$ cat src/rtl/scc_regif_pkg.sv
`timescale 1ns/1ps
// Shared constants for the serial controller register front end.
// Register indices and inline command codes; field positions are
// fixed by the host programming model.
package scc_regif_pkg;
    localparam int DW         = 8;
    localparam int NREG       = 16;
    localparam int NCH        = 2;
    localparam int CMD_LSB    = 3;
    localparam int NPEND      = 3;

    localparam logic [3:0] IDX_STAT   = 4'd0;
    localparam logic [3:0] IDX_ENA    = 4'd1;
    localparam logic [3:0] IDX_PEND   = 4'd3;
    localparam logic [3:0] IDX_MASTER = 4'd9;

    localparam logic [2:0] CMD_HIGH    = 3'd1;
    localparam logic [2:0] CMD_RST_EXT = 3'd2;
    localparam logic [2:0] CMD_RST_TX  = 3'd5;

    // Pending flag positions inside one channel's group
    localparam int P_EXT = 0;
    localparam int P_TX  = 1;
    localparam int P_RX  = 2;
endpackage

$ cat src/rtl/scc_chan.sv
`timescale 1ns/1ps
// Per-channel pointer and write-register file.
// Holds the register pointer and the write registers of one channel,
// and decodes the commands carried by a pointer-0 write.
// Assumes NREG == 16 so the pointer is the 3 low bits plus a high-bank bit.
module scc_chan
    import scc_regif_pkg::*;
#(
    parameter int NR = NREG,
    parameter int W  = DW,
    localparam int PW = $clog2(NR)
) (
    input  logic          clk,
    input  logic          rst_n,
    input  logic          clr,
    input  logic          acc_ctl,
    input  logic          acc_wr,
    input  logic [W-1:0]  wdata,
    output logic [PW-1:0] ptr,
    output logic [W-1:0]  rd_wreg,
    output logic          ena_ext,
    output logic          ena_tx,
    output logic [1:0]    rx_mode,
    output logic          wr1_strobe,
    output logic          cmd_rst_ext,
    output logic          cmd_rst_tx
);
    logic [W-1:0] wregs [NR];
    logic [2:0]   cmd;
    logic         wr0_hit;

    // Command field and pointer-0 write detection
    assign cmd         = wdata[CMD_LSB +: 3];
    assign wr0_hit     = acc_ctl && acc_wr && (ptr == '0);
    assign cmd_rst_ext = wr0_hit && (cmd == CMD_RST_EXT);
    assign cmd_rst_tx  = wr0_hit && (cmd == CMD_RST_TX);
    assign wr1_strobe  = acc_ctl && acc_wr && (ptr == PW'(IDX_ENA));

    // Pointer: load on pointer-0 write, return to zero after any other access
    always_ff @(posedge clk) begin
        if (!rst_n || clr) begin
            ptr <= '0;
        end else if (acc_ctl) begin
            if (wr0_hit) ptr <= {cmd == CMD_HIGH, wdata[2:0]};
            else         ptr <= '0;
        end
    end

    // Write-register file, indices 1..NR-1
    always_ff @(posedge clk) begin
        for (int i = 0; i < NR; i++) begin
            if (!rst_n || clr || i == 0)
                wregs[i] <= '0;
            else if (acc_ctl && acc_wr && ptr == PW'(i))
                wregs[i] <= wdata;
        end
    end

    // Read-back of the addressed write register and enable fields
    assign rd_wreg = wregs[ptr];
    assign ena_ext = wregs[IDX_ENA][0];
    assign ena_tx  = wregs[IDX_ENA][1];
    assign rx_mode = wregs[IDX_ENA][4:3];

    AST_PTR_RETURN: assert property (@(posedge clk) disable iff (!rst_n)
        (acc_ctl && ptr != '0) |=> (ptr == '0));
    AST_CLR_PTR: assert property (@(posedge clk) disable iff (!rst_n)
        clr |=> (ptr == '0 && rd_wreg == '0));
endmodule

$ cat src/rtl/scc_pend.sv
`timescale 1ns/1ps
// Interrupt-pending flags of one channel.
// Bit 0 external status, bit 1 transmit, bit 2 receive. Sets win over
// clears in the same cycle; a channel clear wins over everything.
module scc_pend
    import scc_regif_pkg::*;
(
    input  logic             clk,
    input  logic             rst_n,
    input  logic             clr,
    input  logic             ena_ext,
    input  logic             ena_tx,
    input  logic [1:0]       rx_mode,
    input  logic             wr1_strobe,
    input  logic             ev_ext,
    input  logic             ev_tx,
    input  logic             ev_rx,
    input  logic             cmd_rst_ext,
    input  logic             cmd_rst_tx,
    input  logic             tx_load,
    input  logic             rx_read,
    output logic [NPEND-1:0] pend
);
    logic armed;
    logic set_ext, set_tx, set_rx, first_take;

    // Event qualification by the enable fields
    assign first_take = ev_rx && (rx_mode == 2'd1) && armed;
    assign set_ext    = ev_ext && ena_ext;
    assign set_tx     = ev_tx && ena_tx;
    assign set_rx     = (ev_rx && rx_mode == 2'd2) || first_take;

    // Pending flag update
    always_ff @(posedge clk) begin
        if (!rst_n || clr) begin
            pend <= '0;
        end else begin
            pend[P_EXT] <= set_ext || (pend[P_EXT] && !cmd_rst_ext);
            pend[P_TX]  <= set_tx  || (pend[P_TX]  && !(cmd_rst_tx || tx_load));
            pend[P_RX]  <= set_rx  || (pend[P_RX]  && !rx_read);
        end
    end

    // First-character arm for receive mode 1
    always_ff @(posedge clk) begin
        if (!rst_n || clr)    armed <= 1'b1;
        else if (wr1_strobe)  armed <= 1'b1;
        else if (first_take)  armed <= 1'b0;
    end

    AST_TX_HOLD: assert property (@(posedge clk) disable iff (!rst_n)
        (pend[P_TX] && !clr && !cmd_rst_tx && !tx_load) |=> pend[P_TX]);
    AST_EXT_GATED: assert property (@(posedge clk) disable iff (!rst_n)
        (ev_ext && !ena_ext && !pend[P_EXT]) |=> !pend[P_EXT]);
    AST_RX_OFF: assert property (@(posedge clk) disable iff (!rst_n)
        (ev_rx && rx_mode == 2'd0 && !pend[P_RX]) |=> !pend[P_RX]);
    AST_CLR_PEND: assert property (@(posedge clk) disable iff (!rst_n)
        clr |=> (pend == '0));
endmodule

$ cat src/rtl/scc_regif.sv
`timescale 1ns/1ps
// Host register front end of a two-channel serial controller.
// Owns the shared master register, decodes its reset field, builds the
// status and pending read bytes and drives the interrupt line.
// Assumes one bus access per cycle; channel index 1 = A, 0 = B.
module scc_regif
    import scc_regif_pkg::*;
(
    input  logic            clk,
    input  logic            rst_n,
    input  logic            bus_en,
    input  logic            bus_wr,
    input  logic            bus_ch,
    input  logic            bus_sel_data,
    input  logic [DW-1:0]   bus_wdata,
    output logic [DW-1:0]   bus_rdata,
    input  logic [NCH-1:0]  st_rx_avail,
    input  logic [NCH-1:0]  st_tx_empty,
    input  logic [NCH-1:0]  st_dcd,
    input  logic [NCH-1:0]  st_cts,
    input  logic [NCH-1:0]  st_brk,
    input  logic [NCH-1:0]  ev_ext,
    input  logic [NCH-1:0]  ev_tx,
    input  logic [NCH-1:0]  ev_rx,
    input  logic [NCH*DW-1:0] rx_byte,
    output logic [NCH-1:0]  tx_load,
    output logic [DW-1:0]   tx_byte,
    output logic            irq
);
    localparam int PW = $clog2(NREG);

    logic [PW-1:0]    ptr_c   [NCH];
    logic [DW-1:0]    wreg_c  [NCH];
    logic [NPEND-1:0] pend_c  [NCH];
    logic [NCH-1:0]   acc_ctl, rx_read, clr;
    logic [DW-1:0]    wr9_q;
    logic             wr9_hit, hw_rst;
    logic [1:0]       rst_sel;
    logic [PW-1:0]    cur_ptr;

    // Master-register write detection and reset field decode
    assign cur_ptr = ptr_c[bus_ch];
    assign wr9_hit = bus_en && bus_wr && !bus_sel_data && (cur_ptr == PW'(IDX_MASTER));
    assign rst_sel = wr9_hit ? bus_wdata[7:6] : 2'd0;
    assign hw_rst  = (rst_sel == 2'd3);
    assign clr[0]  = rst_sel[0];
    assign clr[1]  = rst_sel[1];

    // Shared master register; reset field is never stored
    always_ff @(posedge clk) begin
        if (!rst_n || hw_rst) wr9_q <= '0;
        else if (wr9_hit)     wr9_q <= {2'b00, bus_wdata[5:0]};
    end

    assign tx_byte = bus_wdata;

    genvar c;
    generate
        for (c = 0; c < NCH; c++) begin : g_ch
            logic ena_ext, ena_tx, wr1_strobe, cmd_rst_ext, cmd_rst_tx;
            logic [1:0] rx_mode;

            // Per-channel access qualification
            assign acc_ctl[c] = bus_en && !bus_sel_data && (bus_ch == c[0]);
            assign rx_read[c] = bus_en && !bus_wr && bus_sel_data && (bus_ch == c[0]);
            assign tx_load[c] = bus_en && bus_wr && bus_sel_data && (bus_ch == c[0]);

            scc_chan u_chan (
                .clk(clk), .rst_n(rst_n), .clr(clr[c]),
                .acc_ctl(acc_ctl[c]), .acc_wr(bus_wr), .wdata(bus_wdata),
                .ptr(ptr_c[c]), .rd_wreg(wreg_c[c]),
                .ena_ext(ena_ext), .ena_tx(ena_tx), .rx_mode(rx_mode),
                .wr1_strobe(wr1_strobe), .cmd_rst_ext(cmd_rst_ext),
                .cmd_rst_tx(cmd_rst_tx)
            );

            scc_pend u_pend (
                .clk(clk), .rst_n(rst_n), .clr(clr[c]),
                .ena_ext(ena_ext), .ena_tx(ena_tx), .rx_mode(rx_mode),
                .wr1_strobe(wr1_strobe), .ev_ext(ev_ext[c]), .ev_tx(ev_tx[c]),
                .ev_rx(ev_rx[c]), .cmd_rst_ext(cmd_rst_ext),
                .cmd_rst_tx(cmd_rst_tx), .tx_load(tx_load[c]),
                .rx_read(rx_read[c]), .pend(pend_c[c])
            );
        end
    endgenerate

    // Read-data multiplexer for the addressed port and register
    always_comb begin
        bus_rdata = '0;
        if (bus_en && !bus_wr) begin
            if (bus_sel_data) begin
                bus_rdata = rx_byte[bus_ch*DW +: DW];
            end else begin
                case (cur_ptr)
                    PW'(IDX_STAT):   bus_rdata = {st_brk[bus_ch], 1'b0, st_cts[bus_ch], 1'b0,
                                                  st_dcd[bus_ch], st_tx_empty[bus_ch], 1'b0,
                                                  st_rx_avail[bus_ch]};
                    PW'(IDX_PEND):   bus_rdata = {2'b00, pend_c[1], pend_c[0]};
                    PW'(IDX_MASTER): bus_rdata = wr9_q;
                    default:         bus_rdata = wreg_c[bus_ch];
                endcase
            end
        end
    end

    // Interrupt line: any pending flag, gated by the master enable
    assign irq = wr9_q[3] && ((|pend_c[0]) || (|pend_c[1]));

    AST_IRQ_GATE: assert property (@(posedge clk) disable iff (!rst_n)
        !wr9_q[3] |-> !irq);
    AST_HW_CLEAR: assert property (@(posedge clk) disable iff (!rst_n)
        hw_rst |=> (wr9_q == '0 && pend_c[0] == '0 && pend_c[1] == '0));
    AST_ONE_LOAD: assert property (@(posedge clk) disable iff (!rst_n)
        $onehot0(tx_load));
endmodule

$ cat config.mk
export PLATFORM = sky130hd
export DESIGN_NAME = scc_regif
export DESIGN_NICKNAME = d
export VERILOG_FILES = /design/src/rtl/scc_regif_pkg.sv /design/src/rtl/scc_chan.sv /design/src/rtl/scc_pend.sv /design/src/rtl/scc_regif.sv
export SDC_FILE = /design/constraint.sdc
export NUM_CORES = 1
export LEC_CHECK = 0
export BUFFER_PORTS_ARGS = -buffer_cell sky130_fd_sc_hd__buf_4
export CAP_MARGIN = 20
export CORE_ASPECT_RATIO = 1.4
export CORE_UTILIZATION = 45
export CTS_CLUSTER_DIAMETER = 50
export DETAILED_ROUTE_END_ITERATION = 8
export GPL_ROUTABILITY_DRIVEN = 0
export HOLD_SLACK_MARGIN = 0.15
export PLACE_DENSITY = 0.66
export SYNTH_ARGS = -nofsm -noshare
export SYNTH_HDL_FRONTEND = slang
export SYNTH_HIERARCHICAL = 1
export SYNTH_SLANG_ARGS = --single-unit
$ cat constraint.sdc
create_clock -name clk -period 3.6 [get_ports clk]
set_input_delay 0 -clock clk [delete_from_list [all_inputs] [get_ports clk]]
set_output_delay 0 -clock clk [all_outputs]
set_load 0.1 [all_outputs]
==> results.txt <==
Outcome - finished clean
Worst Skew - 22.5 ps
RSZ-0062 raised after global routing - no
Antenna viol nets, final - 0
Peak VDD IR - 414 uV
Largest net degree at the start of global routing - 41
CP max stage cell - dlygate4sd3_1
Initial Util - 45.8%
Crit. End Element - flop
Syn nets - 1063
Root Buffer - clkbuf_16
Cells after Synth - 1017
Fmax - 298 MHz
Grt ovf - 0
CP endpoint - g_ch[0].u_pend/pend[1]
Worst slew margin - 44.8%
Cell mode on critical path - dlygate4sd3_1
Placed Instances - 1442
Clock slew at the register clock pins of the worst setup and hold paths - 60 ps
FF-to-FF Start - g_ch[0].u_chan/ptr[1]
Main synth FF type - edfxtp_1
Worst R2R Path Depth - 8
Avg Vias per Cell - 5.70
Fraction of final layout cells sized beyond drive strength 1 - 21.8%
Setup crit start kind - input pin
Total power - 6.82 mW
Remaining DRCs - 0
Final period util - 93.1%
Total negative slack - 0 ps
Final Setup Violations - 0
Leading cell types in the layout, fill and taps excluded - and2_1 (243), edfxtp_1 (240), buf_4 (104), o21ai_0 (51), nor2_1 (47)
Pwr dens - 438 mW/mm2
Reg-to-reg slack, setup - 620 ps
Worst path required time - 4030 ps
Reg2reg end - g_ch[0].u_pend/pend[1]
Final Hold Viols - 0
Lkg Pwr - 5.63 nW
Post-Route WL - 34.4 mm
Yosys reg bits - 270
Final nets - 1173
DRT iter0 DRCs - 575
Max-slew violation count - 0
Fillers - 2508
Worst-path maximum fanout - 19
Die X - 148 um
Clk sinks - 270
H-tree Lvls - 1
Vias - 8705
Measured slew at the worst slew-check pin - 820 ps
CP arrival - 3780 ps
Core box area - 0.0293 mm2
DR WL/cell - 22.6 um
Register area share after synthesis - 58.3%
Mapped cell area - 0.0134 mm2
Asr flop ratio synth - 0%
Max Cap Violations - 0
Die ar. - 0.0305 mm2
Number of flops mapped to enable cells by yosys - 240
I/O pins - 65
First-pass GRT wire length - 51.8 mm
Worst setup path startpoint - bus_sel_data
Syn Area/Cell - 13.2 um2
First-pass detailed-route iteration total - 5
DP Wirelength - 22.9 mm
Cell Chain, Critical Path - dlygate4sd3_1 -> buf_4 -> nor2b_1 -> nor2b_1 -> buf_4 -> nand4bb_1 -> nor2_2 -> and4b_1 -> nor2_1 -> a22oi_1 -> dlygate4sd3_1 -> nor2_1 -> dlygate4sd3_1
Vias in the first global route - 8622
CTS tree - yes
Yosys cell types - 67
Commonest non-fill, non-tap cell in the layout - and2_1
Antenna diodes - 0
Finished Layout Cells - 1527
Initial antenna violation count - 0
Clock buffer depth - 3
CP max stage delay - 570 ps
Die Height - 206 um
CTS buffer count - 27
Synthesis warning total - 6
Post-CTS setup buffer count - 0
Hold crit path type - input pin to flop
Worst skew pair latency - 540 ps
Port bufs - 64
Minimum clock period - 3350 ps
Num rows - 74
Setup CP Type - input pin to flop
Tot GR Track Use - 23.0%
Area delta synth->final - 16.2%
## synthesized netlist by cell type, drive strengths merged (3+ instances only)
library cell / count / share of area, %
and2: 243 / 11
edfxtp: 240 / 54
o21ai: 54 / 2.0
nor2: 48 / 1.3
mux2: 46 / 3.9
buf: 35 / 1.9
mux2i: 32 / 2.4
dfxtp: 30 / 4.5
mux4: 29 / 5.1
clkbuf: 28 / 0.79
nand2b: 23 / 1.1
a21oi: 20 / 0.75
nand2: 20 / 0.56
o22ai: 20 / 0.93
a221oi: 17 / 1.3
nor2b: 16 / 0.75
nor3: 12 / 0.86
a22o: 10 / 0.72
nand3: 10 / 0.41
a221o: 9 / 0.67
nand4: 8 / 0.37
a21boi: 6 / 0.34
nand4b: 5 / 0.33
or2: 5 / 0.23
a21o: 4 / 0.22
a22oi: 4 / 0.33
a31oi: 4 / 0.19
a32oi: 4 / 0.26
and3b: 4 / 0.31
inv: 3 / 0.084
nand4bb: 3 / 0.25
o221ai: 3 / 0.20
## logic make-up after synthesis
logic type	Yosys count	share of synthesized area, %
flops	270	58.3
xor+xnor	2	0.131
simple gates	410	18.7
buf+inv	66	2.78
mux	107	11.3
compound gates	162	8.71
## cell type report
| cell class | instances | area [um2] | area share [%] |
|---|---|---|---|
| Clock buffer | 35 | 736 | 4.73 |
| Clock inverter | 14 | 130 | 0.836 |
| Inverter | 3 | 11.3 | 0.0724 |
| Multi-Input combinational cell | 681 | 5210 | 33.5 |
| Sequential cell | 270 | 7810 | 50.2 |
| Tap cell | 380 | 475 | 3.06 |
| Timing Repair Buffer | 144 | 1190 | 7.62 |
## registers in the layout, indices dropped and copies added, names as in the netlist, named ones only
signal             flops
wr9_q                  6
g_ch.u_chan/wregs    240
g_ch.u_pend/pend       6
g_ch.u_chan/ptr        8
g_ch.u_pend/armed      2
## per-stage QoR
| step | cell area, um2 | util (%) | setup WS [ps] | hold slack [ps] |
|---|---|---|---|---|
| after floorplan | 13400 | - | 541 | 116 |
| after global placement | 14300 | 48.9 | 807 | 267 |
| after detailed placement | 14300 | 49.0 | 869 | 273 |
| after CTS | 15600 | 53.2 | 227 | 182 |
| after global routing | 15600 | 53.2 | 101 | 223 |
| final | 15600 | 53.2 | 248 | 191 |
## how the worst min path moves through the flow
stage	end	startpoint	slack (ps)	depth (start not counted)
4_1_cts	flop	bus_wr	180	4
3_3_place_gp	g_ch[0].u_pend/pend[1]	ev_tx[0]	270	3
2_1_floorplan	flop	bus_wdata[5]	120	1
5_1_grt	flop	bus_wr	220	4
3_5_place_dp	g_ch[0].u_pend/pend[1]	ev_tx[0]	270	3
6_report	g_ch[1].u_pend/pend[2]	bus_ch	190	5
## repair_timing
action | 4_1_cts | 5_1_grt
hold buffers | 35 | 0
setup endpoints to repair | 0 | 1
gates resized for setup | 0 | 1
hold endpoints to repair | 267 | 0
## per-layer routing
layer  routed length (um)  vias to the layer above  track usage (%)
met1                12900                     4312             26.5
met3                 1800                       93             3.02
met2                18000                      276             41.9
met4                 1730                        0             11.6
met5                    0                        -                0
li1                     -                     4024                -
## worst max-delay path: cells and delay by family
family,cells,cell delay (ps)
AOI/OAI and AO/OA,1,140
buffers and inverters,5,2050
and+or+nand+nor,7,1570
## power breakdown
group,leakage (nW),internal [mW],total (mW),switching [mW]
clock,0.428,1.59,2.74,1.16
sequential,2.72,3.50,3.54,0.0413
combinational,2.48,0.190,0.534,0.344
total,5.63,5.28,6.82,1.54
Note: power is estimated with default switching activity, not from simulation.
